File: src/rtl/rpn_pkg.sv
// Shared encodings for the postfix stack evaluator.
// Assumes two-bit token kind and operator fields at the block boundary.
package rpn_pkg;
    typedef enum logic [1:0] {
        K_PUSH = 2'b00,
        K_OPER = 2'b01,
        K_POP  = 2'b10,
        K_NOP  = 2'b11
    } tok_kind_e;

    typedef enum logic [1:0] {
        OP_ADD = 2'b00,
        OP_SUB = 2'b01,
        OP_MUL = 2'b10,
        OP_XOR = 2'b11
    } alu_op_e;
endpackage

File: src/rtl/rpn_alu.sv
// Combinational operator unit: res = lhs <op> rhs, truncated to DATA_W.
// Assumes lhs is the deeper stack entry and rhs is the top entry.
module rpn_alu
    import rpn_pkg::*;
#(
    parameter int DATA_W = 16
) (
    input  logic [1:0]        op,
    input  logic [DATA_W-1:0] lhs,
    input  logic [DATA_W-1:0] rhs,
    output logic [DATA_W-1:0] res
);
    localparam int PW = 2 * DATA_W;

    logic [PW-1:0] prod;

    // Select the operation and keep only the low DATA_W bits
    always_comb begin
        prod = PW'(lhs) * PW'(rhs);
        case (alu_op_e'(op))
            OP_ADD:  res = lhs + rhs;
            OP_SUB:  res = lhs - rhs;
            OP_MUL:  res = prod[DATA_W-1:0];
            default: res = lhs ^ rhs;
        endcase
    end
endmodule

File: src/rtl/rpn_stack_store.sv
// Register-array operand stack with a fill counter.
// Exposes the top and second entries combinationally (0 when absent).
// Assumes the controller never writes past the counter or beyond DEPTH.
module rpn_stack_store #(
    parameter int DEPTH  = 16,
    parameter int DATA_W = 16
) (
    input  logic                       clk,
    input  logic                       rst_n,
    input  logic                       wr_en,
    input  logic [$clog2(DEPTH)-1:0]   wr_idx,
    input  logic [DATA_W-1:0]          wr_data,
    input  logic                       cnt_we,
    input  logic [$clog2(DEPTH+1)-1:0] cnt_nxt,
    output logic [$clog2(DEPTH+1)-1:0] cnt,
    output logic [DATA_W-1:0]          top,
    output logic [DATA_W-1:0]          second
);
    localparam int AW = $clog2(DEPTH);
    localparam int CW = $clog2(DEPTH + 1);

    logic [DATA_W-1:0] ent [DEPTH];

    for (genvar g = 0; g < DEPTH; g++) begin : g_ent
        // Write one entry when it is the addressed slot
        always_ff @(posedge clk) begin
            if (!rst_n)
                ent[g] <= '0;
            else if (wr_en && wr_idx == AW'(g))
                ent[g] <= wr_data;
        end
    end

    // Track the number of live entries
    always_ff @(posedge clk) begin
        if (!rst_n)
            cnt <= '0;
        else if (cnt_we)
            cnt <= cnt_nxt;
    end

    // Read the two uppermost entries, zero when not present
    always_comb begin
        top    = '0;
        second = '0;
        if (cnt != '0)
            top = ent[AW'(cnt - CW'(1))];
        if (cnt >= CW'(2))
            second = ent[AW'(cnt - CW'(2))];
    end

    AST_DEPTH_LIMIT: assert property (@(posedge clk) disable iff (!rst_n)
        cnt <= CW'(DEPTH));
endmodule

File: src/rtl/rpn_ctrl.sv
// Token controller: decodes each accepted token into a stack update,
// drives the pop output register and the sticky error flags.
// Assumes DEPTH >= 2 and one token per cycle at most.
module rpn_ctrl
    import rpn_pkg::*;
#(
    parameter int DEPTH  = 16,
    parameter int DATA_W = 16
) (
    input  logic                       clk,
    input  logic                       rst_n,
    input  logic                       tok_valid,
    output logic                       tok_ready,
    input  logic [1:0]                 tok_kind,
    input  logic [DATA_W-1:0]          tok_data,
    input  logic [$clog2(DEPTH+1)-1:0] cnt,
    input  logic [DATA_W-1:0]          top,
    input  logic [DATA_W-1:0]          alu_res,
    output logic                       wr_en,
    output logic [$clog2(DEPTH)-1:0]   wr_idx,
    output logic [DATA_W-1:0]          wr_data,
    output logic                       cnt_we,
    output logic [$clog2(DEPTH+1)-1:0] cnt_nxt,
    output logic                       out_valid,
    output logic [DATA_W-1:0]          out_data,
    output logic                       ovf,
    output logic                       udf
);
    localparam int AW = $clog2(DEPTH);
    localparam int CW = $clog2(DEPTH + 1);

    tok_kind_e kind;
    logic      accept;
    logic      set_ovf;
    logic      set_udf;
    logic      pop_fire;

    assign kind      = tok_kind_e'(tok_kind);
    assign tok_ready = !(ovf || udf);
    assign accept    = tok_valid && tok_ready;

    // Decode the accepted token into a stack update or an error
    always_comb begin
        wr_en    = 1'b0;
        wr_idx   = '0;
        wr_data  = '0;
        cnt_we   = 1'b0;
        cnt_nxt  = cnt;
        set_ovf  = 1'b0;
        set_udf  = 1'b0;
        pop_fire = 1'b0;
        if (accept) begin
            case (kind)
                K_PUSH: begin
                    if (cnt == CW'(DEPTH)) begin
                        set_ovf = 1'b1;
                    end else begin
                        wr_en   = 1'b1;
                        wr_idx  = AW'(cnt);
                        wr_data = tok_data;
                        cnt_we  = 1'b1;
                        cnt_nxt = cnt + CW'(1);
                    end
                end
                K_OPER: begin
                    if (cnt < CW'(2)) begin
                        set_udf = 1'b1;
                    end else begin
                        wr_en   = 1'b1;
                        wr_idx  = AW'(cnt - CW'(2));
                        wr_data = alu_res;
                        cnt_we  = 1'b1;
                        cnt_nxt = cnt - CW'(1);
                    end
                end
                K_POP: begin
                    if (cnt == '0) begin
                        set_udf = 1'b1;
                    end else begin
                        cnt_we   = 1'b1;
                        cnt_nxt  = cnt - CW'(1);
                        pop_fire = 1'b1;
                    end
                end
                default: ;
            endcase
        end
    end

    // Latch error flags until reset
    always_ff @(posedge clk) begin
        if (!rst_n) begin
            ovf <= 1'b0;
            udf <= 1'b0;
        end else begin
            ovf <= ovf || set_ovf;
            udf <= udf || set_udf;
        end
    end

    // Present a popped value for one cycle
    always_ff @(posedge clk) begin
        if (!rst_n) begin
            out_valid <= 1'b0;
            out_data  <= '0;
        end else begin
            out_valid <= pop_fire;
            if (pop_fire)
                out_data <= top;
        end
    end

    AST_PUSH_GROWS: assert property (@(posedge clk) disable iff (!rst_n)
        (accept && kind == K_PUSH && cnt < CW'(DEPTH)) |=>
            (cnt == $past(cnt) + CW'(1)) && (top == $past(tok_data)));
    AST_OPER_RESULT: assert property (@(posedge clk) disable iff (!rst_n)
        (accept && kind == K_OPER && cnt >= CW'(2)) |=>
            (cnt == $past(cnt) - CW'(1)) && (top == $past(alu_res)));
    AST_POP_OUTPUT: assert property (@(posedge clk) disable iff (!rst_n)
        (accept && kind == K_POP && cnt != '0) |=>
            out_valid && (out_data == $past(top)) && (cnt == $past(cnt) - CW'(1)));
    AST_NO_OVERFLOW: assert property (@(posedge clk) disable iff (!rst_n)
        (accept && kind == K_PUSH && cnt == CW'(DEPTH)) |=> ovf && $stable(cnt));
    AST_UNDERFLOW_HOLD: assert property (@(posedge clk) disable iff (!rst_n)
        (accept && ((kind == K_OPER && cnt < CW'(2)) || (kind == K_POP && cnt == '0))) |=>
            udf && $stable(cnt) && !out_valid);
    AST_ERROR_STICKY: assert property (@(posedge clk) disable iff (!rst_n)
        (ovf || udf) |=> (ovf || udf) && $stable(cnt) && !tok_ready);
    AST_RESERVED_NOP: assert property (@(posedge clk) disable iff (!rst_n)
        (accept && kind == K_NOP) |=> $stable(cnt) && !out_valid);
endmodule

File: src/rtl/rpn_stack_eval.sv
// Postfix stack evaluator top: joins the controller, the operand stack
// and the operator unit. The right operand is the top entry, the left
// operand the one below it. Assumes DEPTH >= 2.
module rpn_stack_eval #(
    parameter int DEPTH  = 16,
    parameter int DATA_W = 16
) (
    input  logic                       clk,
    input  logic                       rst_n,
    input  logic                       tok_valid,
    output logic                       tok_ready,
    input  logic [1:0]                 tok_kind,
    input  logic [1:0]                 tok_op,
    input  logic [DATA_W-1:0]          tok_data,
    output logic [DATA_W-1:0]          tos_data,
    output logic [$clog2(DEPTH+1)-1:0] depth,
    output logic                       out_valid,
    output logic [DATA_W-1:0]          out_data,
    output logic                       overflow,
    output logic                       underflow
);
    localparam int AW = $clog2(DEPTH);
    localparam int CW = $clog2(DEPTH + 1);

    logic              wr_en;
    logic [AW-1:0]     wr_idx;
    logic [DATA_W-1:0] wr_data;
    logic              cnt_we;
    logic [CW-1:0]     cnt_nxt;
    logic [CW-1:0]     cnt;
    logic [DATA_W-1:0] top;
    logic [DATA_W-1:0] second;
    logic [DATA_W-1:0] alu_res;

    assign tos_data = top;
    assign depth    = cnt;

    rpn_ctrl #(.DEPTH(DEPTH), .DATA_W(DATA_W)) u_ctrl (
        .clk       (clk),
        .rst_n     (rst_n),
        .tok_valid (tok_valid),
        .tok_ready (tok_ready),
        .tok_kind  (tok_kind),
        .tok_data  (tok_data),
        .cnt       (cnt),
        .top       (top),
        .alu_res   (alu_res),
        .wr_en     (wr_en),
        .wr_idx    (wr_idx),
        .wr_data   (wr_data),
        .cnt_we    (cnt_we),
        .cnt_nxt   (cnt_nxt),
        .out_valid (out_valid),
        .out_data  (out_data),
        .ovf       (overflow),
        .udf       (underflow)
    );

    rpn_stack_store #(.DEPTH(DEPTH), .DATA_W(DATA_W)) u_store (
        .clk     (clk),
        .rst_n   (rst_n),
        .wr_en   (wr_en),
        .wr_idx  (wr_idx),
        .wr_data (wr_data),
        .cnt_we  (cnt_we),
        .cnt_nxt (cnt_nxt),
        .cnt     (cnt),
        .top     (top),
        .second  (second)
    );

    rpn_alu #(.DATA_W(DATA_W)) u_alu (
        .op  (tok_op),
        .lhs (second),
        .rhs (top),
        .res (alu_res)
    );
endmodule

File: config.mk
export PLATFORM = sky130hd
export DESIGN_NAME = rpn_stack_eval
export DESIGN_NICKNAME = d
export VERILOG_FILES = /design/src/rtl/rpn_pkg.sv /design/src/rtl/rpn_alu.sv /design/src/rtl/rpn_stack_store.sv /design/src/rtl/rpn_ctrl.sv /design/src/rtl/rpn_stack_eval.sv
export SDC_FILE = /design/constraint.sdc
export NUM_CORES = 1
export LEC_CHECK = 0
export CELL_PAD_IN_SITES_DETAIL_PLACEMENT = 0
export CELL_PAD_IN_SITES_GLOBAL_PLACEMENT = 2
export CORE_MARGIN = 10
export CORE_UTILIZATION = 43
export CTS_CLUSTER_DIAMETER = 150
export DETAILED_ROUTE_END_ITERATION = 10
export PLACE_DENSITY_LB_ADDON = 0.3
export SLEW_MARGIN = 5
export SYNTH_ARGS = -nofsm -noshare
export SYNTH_HDL_FRONTEND = slang
export SYNTH_SLANG_ARGS = --single-unit
File: constraint.sdc
create_clock -name clk -period 10.5 [get_ports clk]
set_input_delay 2.1 -clock clk [delete_from_list [all_inputs] [get_ports clk]]
set_output_delay 2.1 -clock clk [all_outputs]
set_load 0.01 [all_outputs]
; ---- After elaboration in Yosys (flattened, before gate mapping)
; Memories as Yosys holds them, arrays and structs flattened.
; Cells that the tools add are included.
[op_classes]
addsub = 5
n_eq_ne = 23
n_reduce_logical = 28
bitwise = 17
n_lt_le_gt_ge = 2
mux = 96
multipliers = 1
[op_table]
columns = op, count
row1 = 2-to-1 mux 16 bit, 21
row2 = 2-to-1 mux 1 bit, 62
row3 = one-hot mux 16 bit (3 select lines), 1
row4 = "equality test 4 bit, second input constant", 8
row5 = one-hot mux 16 bit (2 select lines), 1
row6 = logical AND 1 bit, 17
row7 = adder 16 bit, 1
row8 = "equality test 4 x 3 -> 1 bit, second input constant", 4
row9 = multiplier 16 x 16 -> 16 bit, 1
row10 = OR 1 bit, 16
row11 = subtractor 16 bit, 1
row12 = bitwise XOR 16 bit, 1
row13 = 2-to-1 mux 5 bit, 3
row14 = one-hot mux 5 bit (3 select lines), 1
row15 = 2-to-1 mux 4 bit, 3
row16 = "equality test 4 x 2 -> 1 bit, second input constant", 2
row17 = one-hot mux 4 bit (2 select lines), 1
row18 = "inequality test 2 bit, second input constant", 3
row19 = AND reduction 6 bit, 1
row20 = "adder 5 x 1 -> 5 bit, second input constant", 1
row21 = "equality test 5 bit, second input constant", 1
row22 = ">= comparator 5 x 2 -> 1 bit, second input constant", 1
row23 = logical NOT 5 bit, 1
row24 = "less-than comparator 5 x 2 -> 1 bit, second input constant", 1
row25 = other kinds (13), 19
[totals]
memories = 1
wordCells = 178
inputBits = 23
output_inout_bits = 41
register_bits = 24
ram_bits = 256
[mem_list]
columns = name, depth, word_bits, rd, rd_ports_with_merged_regs, write_ports, line
row1 = u_store.ent, 16, 16, 2, 0, 16, rpn_stack_store.sv:22  ; logic [DATA_W-1:0] ent [DEPTH];

; ---- Depth between registers and ports, before layout
[logic_depth]
ltp_word = 10
mapped_depth = 41
depth_no_buf = 32

; ---- Hierarchy
; Synthesis repeated with hierarchy kept, for this count alone.
[hier_totals]
cells_unflattened = 1863
hier_area_um2 = 21215.3
[by_module_without_submodules]
columns = module, n_inst, seq_area_each_um2, cells_each, area_per_inst_um2
row1 = rpn_stack_store, 1, 7787.5, 993, 14286.2
row2 = rpn_alu, 1, 0.0, 684, 5412.7
row3 = rpn_ctrl, 1, 380.4, 186, 1516.5

; ---- Least setup slack after synthesis
; OpenSTA, ideal clock, no wires.
[synth_timing]
path_type = flip-flop to flip-flop
startpoint = register u_store.cnt[1]
endpoint = memory u_store.ent[7][15] (data pin)
setup_time_ps = 134
t_required_ps = 10366
arrival_ps = 8918
period_less_slack_ps = 9052
slack_ps = 1448
stages_incl_launch_ff = 34
path_buffers = 7
cell_sequence = dfxtp_1 -> buf_2 -> buf_2 -> buf_1 -> inv_1 -> ha_1 -> buf_4 -> buf_1 -> mux4_2 -> mux4_2 -> nand2_1 -> clkbuf_1 -> clkinv_1 -> nand2_1 -> fa_1 -> fa_1 -> inv_1 -> fa_1 -> fa_1 -> inv_1 -> fa_1 -> fa_1 -> xnor2_1 -> xnor2_1 -> xnor2_1 -> xnor2_1 -> xnor2_1 -> xnor2_1 -> xnor3_1 -> xnor2_1 -> and2_1 -> o41a_4 -> buf_8 -> nor2_4
[synth_rtl]
columns = item, line
row1 = "start, declared", rpn_stack_store.sv:15  ; output logic [$clog2(DEPTH+1)-1:0] cnt,
row2 = "start signal, assigned", rpn_stack_store.sv:39  ; cnt <= cnt_nxt;
row3 = "end, declared", rpn_stack_store.sv:22

==> impl_results.md <==
* Sequential fraction of the synthesis area at between 40% and 50%
* Status: finished, final reports clean
* Logic pwr share at 22.3%
* CORE AREA at 0.0465 mm^2
* MaxCap Viol Count at 0
* Largest net degree at the start of global routing at ~130
* P_sw at 0.877 mW
* DR iter-0 viols at between 1500 and 2000
* Prevailing post-synth register cell: edfxtp_1
* Ports at 64
* GR Util All Layers at 24.2%
* TritonCTS Sinks at 280
* Switch share at 29.7%
* EDFF count, synth at 256
* CP arrival at 9.53 ns
* Port buffer count at 63
* Layout Skew at roughly 0.017 ns
* Leakage Power at between 8 and 9 nW
* Clk Latency, worst-skew pair at 0.59 ns
* Crit path max-delay cell type: dfxtp_4
* Post-layout min period at 9.13 ns
* Avg Inst Size Synth at 11.2 um^2
* Layout Utilization at 48.3%
* Ant. Diodes at 0
* CTS tree: yes
* Clock root buffer: clkbuf_16
* Layout net count at approximately 2000
* Vias per Instance at 5.94
* Hold Crit Class: register to register
* Critical path type: register to register
* Vias in the first global route at 15100
* Routability congestion estimate at 0.873
* Initial Utilization at 43.4%
* Post-cts repair resize count at 0
* Post-CTS Setup Bufs at 0
* DRC at 0
* Remaining Overflow, GRT at 0
* Register bit total from synthesis at 280
* R2R setup slack at 1.37 ns
* Initial antenna violation count at 0
* CP endpoint kind: register
* Sequential share of power at between 40% and 50%
* Post-synthesis cell count at 1796
* Row cnt at ~80
* Clock share of power at 34.6%
* Final HPWL DP at 48500 um
* Period utilization at 86.9%
* Pwr Density at 132 mW/mm^2
* Async SR Flop Fraction at 0%
* CP Max Fanout at 27
* Commonest non-fill, non-tap cells in the layout: nor2_1 (370), edfxtp_1 (256), nand2_1 (168), inv_1 (159), mux4_2 (141)
* Max incr delay on CP at roughly 0.6 ns
* YS warnings at 0
* DIE AREA at 0.0559 mm^2
* Hold Fails Final Rpt at 0
* Final hold slack at 0.454 ns
* Cell area after synthesis at 0.0201 mm^2
* Vias at ~15000
* Commonest non-fill, non-tap cell in the layout: nor2_1
* First-pass GRT wire length at 102000 um
* Fmax at between 100 and 150 MHz
* Internal power of the cells at around 2.1 mW
* DRT antenna net count at 0
* Netlist cell types at 73
* VDD IR-drop max at around 0.12 mV
* RR Startpoint: u_store.cnt[1]
* Endpoints failing setup at 0
* Share of cells above drive strength 1 at 15.8%
* CTS H-tree lvls at 1
* Die W at roughly 240 um
* Maximum buffer depth of the clock tree at 3
* Setup TNS at 0 ns
* Num CTS Buffers at 31
* Final Max Slew Viols at 0
* Post-Syn Nets at approximately 2000
* Initial DRT Pass Iterations at 5
* Die height at 236 um
* RSZ-0062 raised after global routing: false
* Cell mode on critical path: inv_1
* Clock slew at reported path FFs at 0.06 ns
* Area Overhead vs Synth at 11.4%
* DR WL/cell at 27.8 um
* Hold buffer count at CTS at 0
* Drt total wl at 68500 um
* CP Launch Type: register
* Worst path required time at between 10 and 15 ns
* Worst-Margin Slew at 1.24 ns
* Worst setup path startpoint: u_store.cnt[1]
* Hold Path Origin: u_ctrl.out_data[9]
* Slew HR at 17.3%
[path summary, 6_finish.rpt]
check | endpoint | cells after the start
setup / recovery | u_store.ent[6][15] | 31
hold / removal | u_ctrl.out_data[9] | 2
hold reg to reg | u_ctrl.out_data[9] | 2
setup reg to reg | u_store.ent[6][15] | 31
[cell usage after synthesis, types with 3 or more instances]
| cell type | n | area [um^2] |
|---|---|---|
| a211oi_1 | 3 | 22.5 |
| a21boi_0 | 5 | 37.5 |
| a21o_1 | 5 | 37.5 |
| a21oi_1 | 48 | 240 |
| a22o_1 | 4 | 35.0 |
| a22oi_1 | 3 | 22.5 |
| a31oi_1 | 9 | 56.3 |
| a32oi_1 | 3 | 26.3 |
| and2_1 | 16 | 100 |
| and3_1 | 7 | 43.8 |
| buf_1 | 3 | 11.3 |
| buf_2 | 21 | 105 |
| buf_4 | 12 | 90.1 |
| buf_6 | 6 | 67.6 |
| clkbuf_1 | 67 | 251 |
| clkinv_1 | 5 | 18.8 |
| dfxtp_1 | 24 | 480 |
| edfxtp_1 | 256 | 7690 |
| fa_1 | 81 | 1620 |
| ha_1 | 84 | 1050 |
| inv_1 | 159 | 597 |
| mux2_2 | 7 | 78.8 |
| mux2i_1 | 35 | 350 |
| mux4_2 | 141 | 3180 |
| nand2_1 | 168 | 631 |
| nand2b_1 | 6 | 37.5 |
| nand3_1 | 25 | 125 |
| nor2_1 | 370 | 1390 |
| nor2_2 | 8 | 50.1 |
| nor2b_1 | 11 | 68.8 |
| nor3_1 | 8 | 40.0 |
| o211ai_1 | 10 | 75.1 |
| o21a_1 | 6 | 45.0 |
| o21ai_0 | 52 | 260 |
| o21bai_1 | 5 | 37.5 |
| o22ai_1 | 3 | 18.8 |
| o31ai_1 | 4 | 30.0 |
| or3_1 | 9 | 56.3 |
| xnor2_1 | 45 | 394 |
| xnor3_1 | 3 | 67.6 |
| xor2_1 | 19 | 166 |
[worst max-delay path: cells and delay by family (launching register included)]
kind	cells	cell delay, ns
simple gates	4	0.77
buf+inv	9	0.94
compound gates	6	1.89
flops	1	0.60
mux	2	0.83
xor+xnor	1	0.15
fa+ha+maj	9	3.74
[power by group through the flow]
| stage | Sequential [mW] | Combinational, mW | Clock [mW] |
|---|---|---|---|
| after floorplan | 1.29 | 0.438 | 0 |
| after CTS | 1.27 | 0.656 | 1.03 |
| final | 1.27 | 0.658 | 1.02 |
| after global placement | 1.29 | 0.653 | 0 |
| after global routing | 1.28 | 0.706 | 1.08 |
| after detailed placement | 1.29 | 0.654 | 0 |
[kinds of logic after synthesis]
kind of cell | share of synthesized area [%]
compound gates | 5.59
xor+xnor | 3.28
fa+ha+maj | 13.3
buf+inv | 6.05
flops | 40.5
mux | 18.1
simple gates | 13.1
[layer usage]
layer / wire length [um] / part of all wire [%] / vias to the layer above / track usage (%)
met5: 0 / 0 / - / 0
met4: 2190 / 3.2 / 0 / 7.53
met3: 4880 / 7.1 / 115 / 3.30
met2: 34500 / 50 / 640 / 42.1
met1: 27000 / 39 / 7534 / 30.6
li1: - / - / 6349 / -
[flip-flops by register name, indices dropped and copies added, names as in the netlist]
name              cells
u_ctrl.udf            1
u_store.ent         256
u_ctrl.out_data      16
u_store.cnt           5
u_ctrl.out_valid      1
u_ctrl.ovf            1
[per-stage QoR]
step / power (mW) / setup WS, ns / std cells / instance area [um^2]
after floorplan: 1.72 / 1.45 / 1796 / 20100
after global placement: 1.94 / 1.51 / 2406 / 21500
after detailed placement: 1.95 / 1.43 / 2406 / 21500
after CTS: 2.96 / 1.42 / 2464 / 22500
after global routing: 3.06 / 0.992 / 2464 / 22500
final: 2.95 / 1.37 / 2464 / 22500
[layout make-up]
| type | count | area, um^2 |
|---|---|---|
| well taps | 607 | 759 |
| repair buffers | 116 | 1070 |
| fillers | 4292 | 24000 |
| inverters | 165 | 624 |
| multi-input cells | 1238 | 10900 |
| clock inverters | 19 | 129 |
| clock buffers | 39 | 806 |
| flip-flops and latches | 280 | 8180 |
Note: power is estimated with default switching activity, not from simulation.
